===== src/rtl/wpg_pkg.sv =====
package wpg_pkg;
  localparam int SR_W      = 8;
  localparam int PEN_BIT   = 7;
  localparam int BP_HI_BIT = 3;
  localparam int BP_LO_BIT = 2;
  localparam int WEL_BIT   = 1;

  typedef struct packed {
    logic       pen;
    logic [1:0] bp;
  } prot_cfg_t;

  function automatic logic [SR_W-1:0] pack_status(prot_cfg_t cfg, logic wel);
    logic [SR_W-1:0] s;
    s = '0;
    s[PEN_BIT]   = cfg.pen;
    s[BP_HI_BIT] = cfg.bp[1];
    s[BP_LO_BIT] = cfg.bp[0];
    s[WEL_BIT]   = wel;
    return s;
  endfunction
endpackage


===== src/rtl/wpg_latch.sv =====
module wpg_latch (
  input  logic clk,
  input  logic rst_ni,
  input  logic set_i,
  input  logic clr_a_i,
  input  logic clr_b_i,
  output logic wel_o
);
  logic wel_q, wel_d, wel_en;

  always_comb begin
    wel_en = set_i | clr_a_i | clr_b_i;
    wel_d  = ~(clr_a_i | clr_b_i);
  end

  always_ff @(posedge clk or negedge rst_ni) begin
    if (!rst_ni)     wel_q <= 1'b0;
    else if (wel_en) wel_q <= wel_d;
  end

  assign wel_o = wel_q;

  // any clear pulse leaves the latch low next cycle
  a_r5_clear_wins: assert property (@(posedge clk) disable iff (!rst_ni)
    (clr_a_i || clr_b_i) |=> !wel_o);
  // enable without a clear sets the latch
  a_r8_enable_sets: assert property (@(posedge clk) disable iff (!rst_ni)
    (set_i && !clr_a_i && !clr_b_i) |=> wel_o);
endmodule


===== src/rtl/wpg_status.sv =====
module wpg_status
  import wpg_pkg::*;
#(
  parameter logic [1:0] INIT_BP  = 2'b00,
  parameter logic       INIT_PEN = 1'b0
) (
  input  logic      clk,
  input  logic      rst_ni,
  input  logic      cs_fall_i,
  input  logic      pin_i,
  input  logic      wr_evt_i,
  input  logic      wr_ok_i,
  input  logic      new_pen_i,
  input  logic [1:0] new_bp_i,
  output prot_cfg_t cfg_o,
  output logic      pin_o
);
  prot_cfg_t cfg_q, cfg_d;
  logic      cfg_en;
  logic      pin_q;

  always_comb begin
    cfg_en     = wr_evt_i & wr_ok_i;
    cfg_d.pen  = new_pen_i;
    cfg_d.bp   = new_bp_i;
  end

  always_ff @(posedge clk or negedge rst_ni) begin
    if (!rst_ni) begin
      cfg_q.pen <= INIT_PEN;
      cfg_q.bp  <= INIT_BP;
    end else if (cfg_en) begin
      cfg_q <= cfg_d;
    end
  end

  always_ff @(posedge clk or negedge rst_ni) begin
    if (!rst_ni)        pin_q <= 1'b0;
    else if (cs_fall_i) pin_q <= pin_i;
  end

  assign cfg_o = cfg_q;
  assign pin_o = pin_q;

  // sampled pin only moves at a chip-select fall
  a_r6_pin_held: assert property (@(posedge clk) disable iff (!rst_ni)
    !cs_fall_i |=> $stable(pin_o));
  // a refused status write leaves the protect fields untouched
  a_r7_refused_no_change: assert property (@(posedge clk) disable iff (!rst_ni)
    (wr_evt_i && !wr_ok_i) |=> $stable(cfg_o));
endmodule


===== src/rtl/wpg_region.sv =====
module wpg_region #(
  parameter int AW = 15
) (
  input  logic [AW-1:0] addr_i,
  input  logic [1:0]    bp_i,
  output logic          hit_o
);
  logic top_half, top_quarter;

  generate
    if (AW >= 2) begin : g_wide
      assign top_half    = addr_i[AW-1];
      assign top_quarter = &addr_i[AW-1:AW-2];
    end else begin : g_narrow
      assign top_half    = addr_i[AW-1];
      assign top_quarter = addr_i[AW-1];
    end
  endgenerate

  always_comb begin
    unique case (bp_i)
      2'b00:   hit_o = 1'b0;
      2'b01:   hit_o = top_quarter;
      2'b10:   hit_o = top_half;
      default: hit_o = 1'b1;
    endcase
  end
endmodule


===== src/rtl/wp_guard.sv =====
module wp_guard
  import wpg_pkg::*;
#(
  parameter int         ADDR_W   = 15,
  parameter logic [1:0] INIT_BP  = 2'b00,
  parameter logic       INIT_PEN = 1'b0
) (
  input  logic              clk,
  input  logic              rst_n,
  input  logic              cs_fall,
  input  logic              wp_pin_n,
  input  logic              wen_evt,
  input  logic              wdis_evt,
  input  logic              sr_wr_evt,
  input  logic [SR_W-1:0]   sr_wdata,
  input  logic              wr_end_evt,
  input  logic [ADDR_W-1:0] addr,
  output logic              mem_wr_ok,
  output logic              sr_wr_ok,
  output logic [SR_W-1:0]   sr_byte
);
  localparam int SYNC_N = 2;

  logic [SYNC_N-1:0] rst_sync_q;
  logic              rst_i;
  logic              wel;
  logic              pin_s;
  logic              in_region;
  prot_cfg_t         cfg;
  logic              unused_bits;

  always_ff @(posedge clk or negedge rst_n) begin
    if (!rst_n) rst_sync_q <= '0;
    else        rst_sync_q <= {rst_sync_q[SYNC_N-2:0], 1'b1};
  end
  assign rst_i = rst_sync_q[SYNC_N-1];

  wpg_latch u_latch (
    .clk     (clk),
    .rst_ni  (rst_i),
    .set_i   (wen_evt),
    .clr_a_i (wdis_evt),
    .clr_b_i (wr_end_evt),
    .wel_o   (wel)
  );

  wpg_status #(.INIT_BP(INIT_BP), .INIT_PEN(INIT_PEN)) u_status (
    .clk       (clk),
    .rst_ni    (rst_i),
    .cs_fall_i (cs_fall),
    .pin_i     (wp_pin_n),
    .wr_evt_i  (sr_wr_evt),
    .wr_ok_i   (sr_wr_ok),
    .new_pen_i (sr_wdata[PEN_BIT]),
    .new_bp_i  ({sr_wdata[BP_HI_BIT], sr_wdata[BP_LO_BIT]}),
    .cfg_o     (cfg),
    .pin_o     (pin_s)
  );

  wpg_region #(.AW(ADDR_W)) u_region (
    .addr_i (addr),
    .bp_i   (cfg.bp),
    .hit_o  (in_region)
  );

  always_comb begin
    mem_wr_ok = wel & ~in_region;
    sr_wr_ok  = wel & ~(cfg.pen & ~pin_s);
    sr_byte   = pack_status(cfg, wel);
  end

  assign unused_bits = ^{sr_wdata[6:4], sr_wdata[1:0]};

  // no permission of either kind while the latch is low
  a_r2_locked_when_clear: assert property (@(posedge clk) disable iff (!rst_i)
    !sr_byte[WEL_BIT] |-> (!mem_wr_ok && !sr_wr_ok));
  // code 11 refuses every array address
  a_r1_full_fence: assert property (@(posedge clk) disable iff (!rst_i)
    (sr_byte[BP_HI_BIT] && sr_byte[BP_LO_BIT]) |-> !mem_wr_ok);
  // with protect-enable clear, status writes follow only the latch
  a_r3_pin_ignored: assert property (@(posedge clk) disable iff (!rst_i)
    (!sr_byte[PEN_BIT] && sr_byte[WEL_BIT]) |-> sr_wr_ok);
  // unused status bits always read zero
  a_r9_spare_zero: assert property (@(posedge clk) disable iff (!rst_i)
    (sr_byte[6:4] == 3'b000) && !sr_byte[0]);
endmodule


===== config.mk =====
export PLATFORM = sky130hd
export DESIGN_NAME = wp_guard
export DESIGN_NICKNAME = d
export VERILOG_FILES = /design/src/rtl/wpg_pkg.sv /design/src/rtl/wpg_latch.sv /design/src/rtl/wpg_status.sv /design/src/rtl/wpg_region.sv /design/src/rtl/wp_guard.sv
export SDC_FILE = /design/constraint.sdc
export NUM_CORES = 1
export LEC_CHECK = 0
export ABC_AREA = 1
export BUFFER_PORTS_ARGS = -buffer_cell sky130_fd_sc_hd__buf_4
export CAP_MARGIN = 10
export CORE_AREA = 2 2 39 41
export CTS_BUF_LIST = sky130_fd_sc_hd__clkbuf_4 sky130_fd_sc_hd__clkbuf_8
export DETAILED_ROUTE_END_ITERATION = 12
export DIE_AREA = 0 0 41 43
export PLACE_DENSITY = 0.61
export SYNTH_ARGS = -nofsm -noshare
export SYNTH_HDL_FRONTEND = slang
export SYNTH_SLANG_ARGS = --single-unit

===== constraint.sdc =====
create_clock -name clk -period 0.9 [get_ports clk]
set_input_delay 0.18 -clock clk [delete_from_list [all_inputs] [get_ports clk]]
set_output_delay 0.18 -clock clk [all_outputs]
set_load 0.02 [all_outputs]

# Yosys cells after proc, flatten, opt, wreduce, memory -nomap -nowiden
# Index checks and enable logic that the tools add are counted.
dict set report word_totals {
  regBits 7
}
dict set report classes {
  eq_ne 2
  mux 1
  bitwise 11
  n_reduce_logical 2
}
# cell count
set ops {}
lappend ops {{AND 1 bit} 4}
lappend ops {{NOT 1 bit} 4}
lappend ops {{bitwise OR 1 bit} 3}
lappend ops {{case mux 1 bit (3 select lines)} 1}
lappend ops {{equality test 2 x 1 -> 1 bit (second input constant)} 1}
lappend ops {{equality test 2 bit (second input constant)} 1}
lappend ops {{zero test 2 bit} 1}
lappend ops {{AND reduction 2 bit} 1}

# Longest topological paths before layout
dict set report logic_depth {
  depth_word 5
  ltp_mapped 5
}

# Cells and area by module
# From an unflattened synthesis, not the netlist that was laid out.
dict set report hier_totals {
  cells_unflattened 39
  hier_area_um2 329.1
}
# module instances cells_each area_each_um2 seq_area_each_um2
set by_module_without_submodules {}
lappend by_module_without_submodules {wpg_status 1 17 156.4 100.1}
lappend by_module_without_submodules {wp_guard 1 13 115.1 50.0}
lappend by_module_without_submodules {wpg_latch 1 6 43.8 25.0}
lappend by_module_without_submodules {wpg_region 1 3 13.8 0.0}

# Worst setup path after synthesis
# OpenSTA, ideal clock, no wires.
dict set report synth_timing {
  path_kind {register -> output}
  start {register u_status.cfg_q, in the netlist u_status.cfg_o[0]}
  end {output port mem_wr_ok}
  arrival_ps 929
  required_ps 720
  path_slack_ps -209
  path_stages_with_launch 3
  path_buffers 0
  path_cell_list {dfrtp_1 > o21a_1 > nor2_1}
}
dict set report synth_between {
  elab_chain_len 4
  word_cells_on_any_way 6
  cone_classes {eq/ne: 2; mux: 1; bitwise: 2; reduce/logical: 1}
}
# item line
set synth_lines {}
lappend synth_lines {{from (decl)} wpg_status.sv:18} ;# prot_cfg_t cfg_q, cfg_d;
lappend synth_lines {{from (signal assigned)} wpg_status.sv:33} ;# cfg_q <= cfg_d;
lappend synth_lines {{equality test 2 bit, or another cell as far along} wpg_region.sv:21} ;# unique case (bp_i)
lappend synth_lines {{case mux 1 bit (3 select lines) *} wpg_region.sv:21}
lappend synth_lines {{NOT 1 bit *} wp_guard.sv:67} ;# mem_wr_ok = wel & ~in_region;
lappend synth_lines {{AND 1 bit *} wp_guard.sv:67}
lappend synth_lines {{to (decl)} wp_guard.sv:18} ;# output logic mem_wr_ok,
# Every way passes the cells marked *; elsewhere a longest branch is shown, timed or not.

# Final worst setup path
# Ends and elaborated chain as after synthesis.

==> results.sh <==
export IMPL_status="complete, but fails checks"
export IMPL_violations="setup timing"
export IMPL_min_period_over_period_pct=137
export IMPL_synth_cell_area_um2=329
export IMPL_cts_made_buffers=3
export IMPL_antenna_found_initial=0
export IMPL_start_util_pct=23.8
export IMPL_grtUsageTotal_pct=11.6
export IMPL_final_setup_tns_ps=-1490
export IMPL_crit_path_end_kind="output pin"
export IMPL_syn_inst=35
export IMPL_min_period_ps=1230
export IMPL_r2r_start="u_status.cfg_o[2]"
export IMPL_grt_setup_unrepaired="yes"
export IMPL_drc_errors=0
export IMPL_clock_latency_ps=260
export IMPL_setup_viol=9
export IMPL_clockRootBuffer="clkbuf_4"
export IMPL_final_hold_viol_count=0
export IMPL_drive_gt1_share_pct=66.7
export IMPL_place_area_um2=504
export IMPL_ys_warn_count=0
export IMPL_synth_seq_cells=7
export IMPL_r2r_end="u_status.cfg_o[2]"
export IMPL_p_per_area_nw_per_um2=1760
export IMPL_final_cell_mix="buf_4 (14), buf_6 (11), nand2_1 (5), conb_1 (5)"
export IMPL_ir_drop_mv=0.817
export IMPL_synth_seq_area_share_pct=53.2
export IMPL_setup_worst_path_end="mem_wr_ok"
export IMPL_cts_tree="done"
export IMPL_area_delta_synth_final_pct=95.8
export IMPL_ys_types=13
export IMPL_fin_skew_ps=2.19
export IMPL_start_kind="flip-flop"
export IMPL_ios=41
export IMPL_drt_total_wl_um=750
export IMPL_reg2reg_depth=5
export IMPL_via_per_inst=4.11
export IMPL_fin_ws_ps=-335
export IMPL_maxCapViolCount=0
export IMPL_final_cell_area_um2=644
export IMPL_crit_path_start="u_status.cfg_o[0]"
export IMPL_ant_nets=0
export IMPL_fp_row_count=14
export IMPL_crit_chain="o21a_1 -> nor2_4 -> buf_6"
export IMPL_grt_pass1_wl_mm=1.27
export IMPL_grt_pass1_vias=319
export IMPL_synth_area_per_cell_um2=9.40
export IMPL_hold_class="in -> reg"
export IMPL_fp_dieArea_um2=1760
export IMPL_grt_max_degree=6
export IMPL_dieWidth_um=41
export IMPL_slowest_stage="dfrtp_2"
export IMPL_gp_congestion=0.777
export IMPL_dr_pass1_iters=3
export IMPL_path_class="reg -> out"
export IMPL_dpl_hpwl_um=518
export IMPL_ff2ff_setup_slack_ps=-50
export IMPL_die_y_um=43
export IMPL_hold_slack_ps=64.3
export IMPL_crit_required_ps=720
export IMPL_cts_max_level=1
export IMPL_port_buffers=18
export IMPL_max_freq_mhz=810
export IMPL_leakagePower_nw=0.314
export IMPL_final_common_cell="buf_4"
export IMPL_drtIter0Drc=4
export IMPL_crit_fanout=3
export IMPL_slowest_delay_ps=410
export IMPL_clock_path_buffers=2
export IMPL_layout_nets=95
export IMPL_post_place_ws_ps=-75.3
export IMPL_wl_per_cell_um=9.49
export IMPL_dr_total_vias=325
export IMPL_clock_sinks=7
export IMPL_critPathArrivalTime_ps=1050
export IMPL_core_area_um2=1380
export IMPL_grt_overflow_total=0
export IMPL_clk_pin_slew_worst_paths_ps=50
export IMPL_slew_violations=0
export IMPL_antenna_cells=0
worst max-delay path: cells and delay by family, from the launching register on:
| kind | cells | cell delay, ps |
|---|---|---|
| AND/OR/NAND/NOR | 1 | 80 |
| AO/OA/AOI/OAI | 1 | 200 |
| buffers and inverters | 1 | 110 |
| flip-flops | 1 | 410 |
metal layers:
metal	GRT usage, %	share of wire (%)	wire length [µm]
met5	0	0	0
met4	8.00	0	0
met3	6.28	10	78
met2	15.6	52	392
met1	13.3	37	279
worst min-delay path by stage:
| stage | start | endpoint | slack [ps] | cells after the start |
|---|---|---|---|---|
| after CTS | wdis_evt | u_latch.wel_o | 50 | 2 |
| after floorplan | rst_n | rst_sync_q[0] | -120 | 0 |
| after detailed placement | rst_n | rst_sync_q[0] | -40 | 1 |
| final | wdis_evt | u_latch.wel_o | 60 | 2 |
| after global placement | rst_n | rst_sync_q[0] | -40 | 1 |
| after global routing | wdis_evt | u_latch.wel_o | 40 | 2 |
cell families (layout without fill, tap and decap cells):
| kind of cell | Yosys count | in the layout | synth area share (%) |
|---|---|---|---|
| buf+inv | 6 | 31 | 12.5 |
| flops | 7 | 7 | 53.2 |
| other cells | 2 | 5 | 2.28 |
| compound gates | 3 | 3 | 6.08 |
| simple gates | 17 | 17 | 25.9 |
cells in the mapped netlist:
cell type  number  area [µm²]
nor2_1          2        7.51
nand3_1         1        5.00
buf_4           5        37.5
nand3_2         1        10.0
nor3_2          1        10.0
o21ai_0         1        5.00
nand2_1         9        33.8
nand4_1         3        18.8
conb_1          2        7.51
a21boi_1        1        7.51
o21a_1          1        7.51
inv_1           1        3.75
dfrtp_1         7         175
power breakdown:
| group | internal (mW) | total (mW) | switching [mW] |
|---|---|---|---|
| Sequential | 0.359 | 0.399 | 0.0392 |
| Combinational | 0.231 | 0.413 | 0.182 |
| Clock | 0.200 | 0.322 | 0.123 |
| Total | 0.790 | 1.13 | 0.344 |
registers in the layout, indices dropped and copies added (netlist names):
name,count
rst_sync_q,2
u_status.cfg_o,3
u_latch.wel_o,1
u_status.pin_o,1
what timing repair did:
item	CTS	global route
buffers inserted	5	1
endpoints found under the hold margin	2	0
resized for setup	14	8
setup endpoints to repair	6	10
hold buffers	1	0
cloned	0	0
pin swaps	0	3
per-stage QoR:
stage / cells / total power, mW / utilization, %
floorplan: 38 / 0.550 / -
global placement: 70 / 0.680 / 36.4
detailed placement: 70 / 0.683 / 36.4
CTS: 80 / 1.15 / 46.2
global route: 79 / 1.21 / 46.6
finish: 79 / 1.13 / 46.6
area by class of cell:
cell class / count / area (µm²)
fill: 139 / 739
clock buffer: 4 / 30.0
tap: 16 / 20.0
sequential: 7 / 179
multi-input combinational: 25 / 173
inverter: 1 / 3.75
timing repair buffer: 26 / 239
(Power assumes the default switching activity.)
